--- src/rtl/sscfg_pkg.sv ---
package sscfg_pkg;

  typedef enum logic [2:0] {
    ST_IDLE,
    ST_PROG_LO,
    ST_PROG_HI,
    ST_HDR,
    ST_DATA,
    ST_WAIT_DONE,
    ST_OK,
    ST_FAIL
  } ld_state_e;

  localparam logic [1:0] CODE_NONE      = 2'd0;
  localparam logic [1:0] CODE_INIT_LOW  = 2'd1;
  localparam logic [1:0] CODE_INIT_HIGH = 2'd2;
  localparam logic [1:0] CODE_DONE      = 2'd3;

  localparam int          HDR_BITS = 16;
  localparam logic [15:0] HDR_WORD = 16'hFF20;

endpackage

--- src/rtl/sscfg_sync.sv ---
module sscfg_sync #(
  parameter int W      = 2,
  parameter int STAGES = 2
) (
  input  logic         clk,
  input  logic         rst_n,
  input  logic [W-1:0] d_i,
  output logic [W-1:0] q_o
);
  logic [W-1:0] stg_q [STAGES];

  always_ff @(posedge clk or negedge rst_n) begin
    if (!rst_n) stg_q[0] <= '0;
    else        stg_q[0] <= d_i;
  end

  for (genvar gi = 1; gi < STAGES; gi++) begin : g_stage
    always_ff @(posedge clk or negedge rst_n) begin
      if (!rst_n) stg_q[gi] <= '0;
      else        stg_q[gi] <= stg_q[gi-1];
    end
  end

  assign q_o = stg_q[STAGES-1];
endmodule

--- src/rtl/sscfg_timer.sv ---
module sscfg_timer #(
  parameter int LIMIT = 400000
) (
  input  logic clk,
  input  logic rst_n,
  input  logic clr_i,
  output logic expired_o
);
  localparam int CW = $clog2(LIMIT + 1);

  logic [CW-1:0] cnt_q, cnt_d;

  assign expired_o = (cnt_q == CW'(LIMIT - 1));

  always_comb begin
    cnt_d = cnt_q;
    if (clr_i)           cnt_d = '0;
    else if (!expired_o) cnt_d = cnt_q + 1'b1;
  end

  always_ff @(posedge clk or negedge rst_n) begin
    if (!rst_n) cnt_q <= '0;
    else        cnt_q <= cnt_d;
  end

  // the wait counter saturates at the limit and never passes it
  a_r7_tmo_saturates: assert property (@(posedge clk) disable iff (!rst_n)
    expired_o && !clr_i |=> expired_o);
endmodule

--- src/rtl/sscfg_bitphase.sv ---
module sscfg_bitphase #(
  parameter int STEP_DIV = 4
) (
  input  logic clk,
  input  logic rst_n,
  input  logic load_i,
  input  logic bit_i,
  output logic busy_o,
  output logic cclk_o,
  output logic cdata_o
);
  localparam int CW = (STEP_DIV > 1) ? $clog2(STEP_DIV) : 1;

  logic          act_q, act_d;
  logic [1:0]    ph_q, ph_d;
  logic [CW-1:0] cnt_q, cnt_d;
  logic          bit_q, bit_d;

  always_comb begin
    act_d = act_q;
    ph_d  = ph_q;
    cnt_d = cnt_q;
    bit_d = bit_q;
    if (!act_q) begin
      if (load_i) begin
        act_d = 1'b1;
        ph_d  = 2'd0;
        cnt_d = '0;
        bit_d = bit_i;
      end
    end else if (cnt_q == CW'(STEP_DIV - 1)) begin
      cnt_d = '0;
      if (ph_q == 2'd3) act_d = 1'b0;
      else              ph_d  = ph_q + 2'd1;
    end else begin
      cnt_d = cnt_q + 1'b1;
    end
  end

  always_ff @(posedge clk or negedge rst_n) begin
    if (!rst_n) begin
      act_q <= 1'b0;
      ph_q  <= 2'd0;
      cnt_q <= '0;
      bit_q <= 1'b1;
    end else begin
      act_q <= act_d;
      ph_q  <= ph_d;
      cnt_q <= cnt_d;
      bit_q <= bit_d;
    end
  end

  assign busy_o  = act_q;
  assign cclk_o  = !act_q || ph_q[1];
  assign cdata_o = !act_q || (ph_q == 2'd0) || (ph_q == 2'd3) || bit_q;

  // data is high on the cycle before every falling clock
  a_r4_data_high_at_fall: assert property (@(posedge clk) disable iff (!rst_n)
    $fell(cclk_o) |-> $past(cdata_o));
  // while clock stays high, data may only change by returning high
  a_r4_data_only_rises_hi: assert property (@(posedge clk) disable iff (!rst_n)
    cclk_o && $past(cclk_o) && !$stable(cdata_o) |-> cdata_o);
endmodule

--- src/rtl/sscfg_sequencer.sv ---
module sscfg_sequencer
  import sscfg_pkg::*;
#(
  parameter int STEP_DIV = 4,
  parameter int TMO_CYC  = 400000
) (
  input  logic       clk,
  input  logic       rst_n,
  input  logic       start_i,
  input  logic       hdr_en_i,
  input  logic       bit_valid_i,
  input  logic       bit_data_i,
  input  logic       bit_last_i,
  output logic       bit_ready_o,
  input  logic       init_i,
  input  logic       done_i,
  output logic       prog_n_o,
  output logic       cclk_o,
  output logic       cdata_o,
  output logic       busy_o,
  output logic       ok_o,
  output logic       err_o,
  output logic [1:0] err_code_o
);
  localparam int HIW = $clog2(HDR_BITS + 1);

  ld_state_e      state_q, state_d;
  logic [HIW-1:0] hidx_q, hidx_d;
  logic           last_q, last_d;
  logic           hdr_q, hdr_d;
  logic [1:0]     code_q, code_d;
  logic           prog_n_q;
  logic           sh_load, sh_bit, sh_busy;
  logic           tmo;
  logic [1:0]     st_sync;
  logic           init_s, done_s;

  sscfg_sync #(.W(2), .STAGES(2)) u_sync (
    .clk(clk), .rst_n(rst_n), .d_i({done_i, init_i}), .q_o(st_sync)
  );
  assign init_s = st_sync[0];
  assign done_s = st_sync[1];

  sscfg_timer #(.LIMIT(TMO_CYC)) u_tmr (
    .clk(clk), .rst_n(rst_n), .clr_i(state_d != state_q), .expired_o(tmo)
  );

  sscfg_bitphase #(.STEP_DIV(STEP_DIV)) u_phase (
    .clk(clk), .rst_n(rst_n), .load_i(sh_load), .bit_i(sh_bit),
    .busy_o(sh_busy), .cclk_o(cclk_o), .cdata_o(cdata_o)
  );

  assign bit_ready_o = (state_q == ST_DATA) && !sh_busy && !last_q;

  always_comb begin
    state_d = state_q;
    hidx_d  = hidx_q;
    last_d  = last_q;
    hdr_d   = hdr_q;
    code_d  = code_q;
    sh_load = 1'b0;
    sh_bit  = 1'b1;
    unique case (state_q)
      ST_IDLE, ST_OK, ST_FAIL: begin
        if (start_i) begin
          state_d = ST_PROG_LO;
          hidx_d  = '0;
          last_d  = 1'b0;
          hdr_d   = hdr_en_i;
          code_d  = CODE_NONE;
        end
      end
      ST_PROG_LO: begin
        if (!init_s) state_d = ST_PROG_HI;
        else if (tmo) begin
          state_d = ST_FAIL;
          code_d  = CODE_INIT_LOW;
        end
      end
      ST_PROG_HI: begin
        if (init_s) state_d = hdr_q ? ST_HDR : ST_DATA;
        else if (tmo) begin
          state_d = ST_FAIL;
          code_d  = CODE_INIT_HIGH;
        end
      end
      ST_HDR: begin
        if (!sh_busy) begin
          if (hidx_q == HIW'(HDR_BITS)) state_d = ST_DATA;
          else begin
            sh_load = 1'b1;
            sh_bit  = HDR_WORD[4'(HDR_BITS - 1) - hidx_q[3:0]];
            hidx_d  = hidx_q + 1'b1;
          end
        end
      end
      ST_DATA: begin
        if (last_q && !sh_busy) state_d = ST_WAIT_DONE;
        else if (bit_ready_o && bit_valid_i) begin
          sh_load = 1'b1;
          sh_bit  = bit_data_i;
          last_d  = bit_last_i;
        end
      end
      ST_WAIT_DONE: begin
        if (done_s) state_d = ST_OK;
        else if (tmo) begin
          state_d = ST_FAIL;
          code_d  = CODE_DONE;
        end
      end
      default: state_d = ST_IDLE;
    endcase
  end

  always_ff @(posedge clk or negedge rst_n) begin
    if (!rst_n) begin
      state_q  <= ST_IDLE;
      hidx_q   <= '0;
      last_q   <= 1'b0;
      hdr_q    <= 1'b0;
      code_q   <= CODE_NONE;
      prog_n_q <= 1'b1;
    end else begin
      state_q  <= state_d;
      hidx_q   <= hidx_d;
      last_q   <= last_d;
      hdr_q    <= hdr_d;
      code_q   <= code_d;
      prog_n_q <= (state_d != ST_PROG_LO);
    end
  end

  assign prog_n_o   = prog_n_q;
  assign busy_o     = !(state_q inside {ST_IDLE, ST_OK, ST_FAIL});
  assign ok_o       = (state_q == ST_OK);
  assign err_o      = (state_q == ST_FAIL);
  assign err_code_o = code_q;

  // pins rest high whenever no load is running
  a_r1_idle_pins_high: assert property (@(posedge clk) disable iff (!rst_n)
    !busy_o |-> prog_n_o && cclk_o && cdata_o);
  // program line is low only during a running load
  a_r2_prog_low_in_load: assert property (@(posedge clk) disable iff (!rst_n)
    !prog_n_o |-> busy_o && cclk_o && cdata_o);
  // a stream bit is offered only while the shifter is quiet
  a_r6_ready_when_quiet: assert property (@(posedge clk) disable iff (!rst_n)
    bit_ready_o |-> cclk_o && cdata_o);
  // outcome flags are exclusive and the code tracks the error flag
  a_r8_outcome_exclusive: assert property (@(posedge clk) disable iff (!rst_n)
    !(ok_o && err_o) && (err_o == (err_code_o != CODE_NONE)));
  // a start during a load leaves it running
  a_r9_start_ignored: assert property (@(posedge clk) disable iff (!rst_n)
    busy_o && start_i && !tmo |=> busy_o || ok_o);
endmodule

--- config.mk ---
export PLATFORM = sky130hd
export DESIGN_NAME = sscfg_sequencer
export DESIGN_NICKNAME = d
export VERILOG_FILES = /design/src/rtl/sscfg_pkg.sv /design/src/rtl/sscfg_sync.sv /design/src/rtl/sscfg_timer.sv /design/src/rtl/sscfg_bitphase.sv /design/src/rtl/sscfg_sequencer.sv
export SDC_FILE = /design/constraint.sdc
export NUM_CORES = 1
export LEC_CHECK = 0
export BUFFER_PORTS_ARGS = -buffer_cell sky130_fd_sc_hd__buf_2
export CAP_MARGIN = 5
export CELL_PAD_IN_SITES_DETAIL_PLACEMENT = 0
export CELL_PAD_IN_SITES_GLOBAL_PLACEMENT = 1
export CORE_UTILIZATION = 30
export DETAILED_ROUTE_END_ITERATION = 12
export HOLD_SLACK_MARGIN = 0.05
export PLACE_DENSITY = 0.66
export SLEW_MARGIN = 20
export SYNTH_ARGS = -nofsm -noshare
export SYNTH_HDL_FRONTEND = slang
export SYNTH_SLANG_ARGS = --single-unit
--- constraint.sdc ---
create_clock -name clk -period 4.9 [get_ports clk]
set_clock_uncertainty 0.15 [all_clocks]
set_input_delay 0.49 -clock clk [delete_from_list [all_inputs] [get_ports clk]]
set_output_delay 0.49 -clock clk [all_outputs]
set_load 0.005 [all_outputs]
Word level (Yosys, flattened, before mapping)
Memory sizes are Yosys's and may differ from the RTL's.
Index checks and enable logic that the tools add are counted.
{ "totals": {"reg_bits": 42, "rom_bits": 16, "in_bits": 9, "out_inout_bits": 9, "word_cells": 121, "memories": 1} }
{ "mem_list": {"columns": ["name", "words", "word_bits", "read_ports", "rd_ports_with_merged_regs", "wr", "line", "source"], "rows": [
  ["(no name shown)", 16, 1, 1, 0, 0, "sscfg_sequencer.sv:92", "sh_bit = HDR_WORD[4'(HDR_BITS - 1) - hidx_q[3:0]];"]
]} }
{ "op_classes": {"n_addsub": 5, "order_cmp": 1, "eq_ne": 27, "n_mux": 48, "bitwise_logic": 1, "n_reduce_logical": 25} }
{ "op_table": {"columns": ["operator", "n"], "rows": [
  ["19-bit two-way mux", 2],
  ["3-bit two-way mux", 9],
  ["2-bit two-way mux", 13],
  ["2-bit != test, second input constant", 11],
  ["19-bit by 1-bit adder with 19-bit output, second input constant", 1],
  ["19-bit equality test, second input constant", 1],
  ["3-bit case mux with 6 select lines", 1],
  ["1-bit two-way mux", 15],
  ["5-bit two-way mux", 3],
  ["3-bit equality test, second input constant", 4],
  ["5-bit case mux with 2 select lines", 1],
  ["2-bit case mux with 4 select lines", 1],
  ["4-bit AND reduction", 2],
  ["8-bit AND reduction", 1],
  ["3-bit by 2-bit equality test with 1-bit output, second input constant", 2],
  ["2-bit by 1-bit != test with 1-bit output, second input constant", 3],
  ["1-bit case mux with 2 select lines", 3],
  ["2-bit nonzero test", 3],
  ["5-bit by 1-bit adder with 5-bit output, second input constant", 1],
  ["5-bit equality test, second input constant", 1],
  ["4-bit by 5-bit less-than comparator with 1-bit output, second input constant", 1],
  ["2-bit by 1-bit adder with 2-bit output, second input constant", 2],
  ["2-bit equality test, second input constant", 2],
  ["1-bit logical AND", 4],
  ["14 further kinds", 20]
]} }

Depth between registers and ports, before layout
{ "logic_depth": {"depth_word": 9, "ltp_mapped": 9, "ltp_nobuf": 8} }

Hierarchy
Synthesis repeated with hierarchy kept, for this count alone.
{ "hier_totals": {"hier_cells": 285, "hier_area_um2": 2630.0} }
{ "modules_own_cells": {"columns": ["module", "n_inst", "cells_each", "area_each_um2", "seq_area_each_um2"], "rows": [
  ["sscfg_sequencer", 1, 140, 1144.8, 326.6],
  ["sscfg_timer", 1, 110, 1037.2, 475.5],
  ["sscfg_bitphase", 1, 29, 332.8, 151.4],
  ["sscfg_sync", 1, 6, 115.1, 100.1]
]} }

Least setup slack after synthesis
OpenSTA, ideal clock, no wires.
{ "synth_path": {"path_kind": "register to register", "start": "register u_tmr.cnt_q[8]", "end": "register u_tmr.cnt_q[8]", "setup_ns": 0.119, "t_arrival_ns": 1.959, "required_ns": 4.631, "slack_ns": 2.672, "stages_incl_launch_ff": 9, "n_path_buf": 2, "synth_period_minus_slack_ns": 2.228, "path_cell_list": "dfrtp_1 -> nor4b_4 -> nand4_1 -> or2_1 -> buf_6 -> o211a_1 -> o2111ai_4 -> buf_6 -> nor2_1"} }
{ "synth_via": {"elab_chain_len": 6, "word_cells_on_any_way": 11} }
{ "synth_lines": {"columns": ["item", "line", "source"], "rows": [
  ["from (decl)", "sscfg_timer.sv:11", "logic [CW-1:0] cnt_q, cnt_d;"],
  ["from (signal assigned)", "sscfg_timer.sv:23", "else cnt_q <= cnt_d;"],
  ["19-bit equality test", "sscfg_timer.sv:13", "assign expired_o = (cnt_q == CW'(LIMIT - 1));"],
  ["3-bit two-way mux", "sscfg_sequencer.sv:75, sscfg_sequencer.sv:82, sscfg_sequencer.sv:107", null],
  ["3-bit two-way mux (on tied branches)", "sscfg_sequencer.sv:106, sscfg_sequencer.sv:74, sscfg_sequencer.sv:81", null],
  ["3-bit case mux with 6 select lines", "sscfg_sequencer.sv:63", "unique case (state_q)"],
  ["3-bit != test", "sscfg_sequencer.sv:45", ".clk(clk), .rst_n(rst_n), .clr_i(state_d != state_q), .expired_o(tmo)"],
  ["2-bit by 1-bit != test with 1-bit output (no source line) or 19-bit two-way mux (tied branches)", null, null]
]} }
Several ways; a longest one is shown, not always the timed one. The select of a mux whose other input is x is not followed.
A chain may end at the register's enable or synchronous reset.

Worst setup path after layout
{ "layout_path": {"start": "register state_q[1]", "end": "register u_tmr.cnt_q[2]"} }
{ "layout_via": {"elab_chain_len": 5, "word_cells_on_any_way": 21} }
{ "layout_lines": {"columns": ["item", "line", "source"], "rows": [
  ["from (decl)", "sscfg_sequencer.sv:27", "ld_state_e state_q, state_d;"],
  ["from (signal assigned)", "sscfg_sequencer.sv:125", "state_q <= state_d;"],
  ["3-bit equality test, or another cell as far along", "sscfg_sequencer.sv:63", null],
  ["3-bit OR reduction, or another cell as far along", "sscfg_sequencer.sv:63", null],
  ["3-bit case mux with 6 select lines", "sscfg_sequencer.sv:63", null],
  ["3-bit != test *", "sscfg_sequencer.sv:45", null],
  ["2-bit by 1-bit != test with 1-bit output (no source line) or 19-bit two-way mux (tied branches)", null, null]
]} }
Mark *: on every way between the ends. The rest lies on a longest branch, timed or not.

==> run metrics <==
Tcrit/Tclk final 55.0%; post-synth top area share 41.2%; Mapped Area 2430 um2; CTS Root Cell clkbuf_8; # resized after CTS 0; CP required 4960 ps; Max-cap violations 0; final global-route overflow total 0; Post-synth EDFFs 0; Pins Over Slew Limit 0; ant diodes 0; clk buf depth 2; Synth area leaders dfrtp_1, nor2_1, o21ai_0, ha_1, xor2_1; most frequent cell after synthesis dfrtp_1; asr flop ratio synth 100%; Avg Vias per Cell 5.21; worst-path maximum fanout 19; Post-Route Setup TNS 0 ps; DR WL/cell 14.0 um; IO buf count 17; synthesized area per cell roughly 9.1 um2; layout cells sized above 1 between 10 and 15%; CTS Buf Count 5; GP Congestion 0.865; final net count ~300; Startpoint Class flip-flop; initial antenna violation count 0; Yosys top cell by area dfrtp_1; Primary FF master, synth dfrtp_1; Starting Density between 30% and 40%; wirelength, routed roughly 5300 um; number of post-CTS setup repair buffers 0; largest net degree at the start of global routing 43; fmax approximately 370 MHz; status finished clean; worst skew pair latency 300 ps; Tot GR Track Use 13.8%; synth warn 0; Core ar. 7770 um2; P per Cell Area 518 nW/um2; unrepaired setup endpoints after global routing no; post-synth net total 283; CTS tree built; Worst EP arrival ~2800 ps; H-tree depth 2; sequential area share after synthesis 43.4%; hpwl dp about 3700 um; Syn Inst Count 266; first-pass GRT wire length 9290 um; die boundary width between 90 and 100 um; post-layout minimum cycle time ~2700 ps; HP Class in2reg; # IOs 18; flop-to-flop setup slack 2210 ps; Finished Cell Area 2690 um2; Fin. Hold Viols 0; Setup CP Type reg2reg; clock transition at the registers of the reported paths 90 ps; hold buffer count at cts 0; Lkg Pwr 1.12 nW; Vias 1,990; iteration count of the initial detailed-routing pass 4; clock net sink count between 40 and 50; die area between 8000 and 9000 um2; DRT antenna net count 0; synthesis-to-finish area growth 10.6%; area post-placement about 2600 um2; kind of end point of the critical path flip-flop; filler instances just over 800; row count 32; Synth top cells by count dfrtp_1, nor2_1, nand2_1, o21ai_0, nand3_1; Worst Tran Pin Value 941 ps; Slew Limit Headroom 37.3%; DRC 0; Peak supply drop 0.187 mV; flops & latches, synth 42; synth unique cells 56; vias in the first global route 1,890; die height 92.0 um; Finish-stage setup viols 0; DRT iter0 DRCs 47
==> power by group <==
group          switching, mW  total, mW  leakage (nW)  internal, mW
Clock                  0.127      0.279        0.0524         0.153
Sequential             0.109      0.532         0.550         0.423
Combinational          0.350      0.582         0.517         0.232
==> per-layer routing <==
metal / track usage [%] / routed length [um]
met5: 0 / 0
met4: 4.56 / 56
met3: 3.57 / 222
met2: 20.5 / 2360
met1: 19.4 / 2710
==> cell usage in the layout, fill, tap and decap left out, types with 3 or more instances in the layout <==
cell type	netlist	final
a21oi_1	15	15
a41oi_1	3	3
buf_2	2	17
clkbuf_8	0	5
dfrtp_1	40	40
ha_1	8	8
inv_1	13	13
mux2_2	3	3
nand2_1	22	22
nand3_1	19	19
nand4_1	6	6
nor2_1	32	32
nor2b_1	5	5
nor3_1	6	6
o21ai_0	22	22
o31ai_1	3	3
xnor2_1	4	4
xor2_1	11	11
==> worst max-delay path, cell delays in order (launching register included) <==
cell and delay, ps:
dfrtp_1 700, ha_1 420, inv_1 140, o21ai_0 100, o2111a_1 180, a21oi_1 250
o2111ai_4 360, a211oi_1 310
==> area by class of cell <==
class / count / area [um2] / share of cell area [%]
multi-input combinational: 200 / 1270 / 47.1
sequential: 42 / 1050 / 39.2
tap: 102 / 128 / 4.75
timing repair buffer: 17 / 85.1 / 3.17
clock buffer: 7 / 76.3 / 2.84
inverter: 13 / 48.8 / 1.82
clock inverter: 1 / 30.0 / 1.12
==> worst paths after layout <==
kind | start | endpoint | cells after the start
worst max-delay path | state_q[1] | u_tmr.cnt_q[2] | 7
worst min-delay path | init_i | u_sync.stg_q[2] | 1
worst max register to register | state_q[1] | u_tmr.cnt_q[2] | 7
worst min register to register | u_sync.stg_q[2] | u_sync.q_o[0] | 0
max in group asynchronous | rst_n | u_phase.cnt_q[0] | 1
min in group asynchronous | rst_n | hdr_q | 1
==> flip-flops by register name, summed over array words and instances (netlist names) <==
| register | count |
|---|---|
| u_phase.ph_q | 2 |
| hidx_q | 5 |
| u_sync.q_o | 2 |
| u_phase.cnt_q | 2 |
| u_phase.busy_o | 1 |
| u_sync.stg_q | 2 |
| last_q | 1 |
| hdr_q | 1 |
| state_q | 3 |
| prog_n_o | 1 |
| err_code_o | 2 |
| u_tmr.cnt_q | 19 |
| u_phase.bit_q | 1 |
==> cells by family after synthesis <==
logic type / count (synthesis) / share of synthesized area (%)
xor gates and xnor gates: 15 / 5.41
DFF: 42 / 43.4
adders and majority gates: 8 / 4.12
buffers and inverters: 24 / 4.53
AOI/OAI and AO/OA: 62 / 16.9
and+or+nand+nor: 111 / 23.9
muxes: 4 / 1.80
==> metrics by stage <==
stage	utilization, %	hold slack [ps]	cells	worst slack [ps]	power (mW)
after floorplan	-	44.4	266	2670	0.985
after global placement	33.2	188	374	2150	1.13
after detailed placement	33.2	185	374	2180	1.12
after CTS	34.6	137	382	2190	1.41
after global routing	34.6	130	382	2000	1.51
final	34.6	143	382	2210	1.39
No activity file was read; power rests on OpenSTA's default activity.
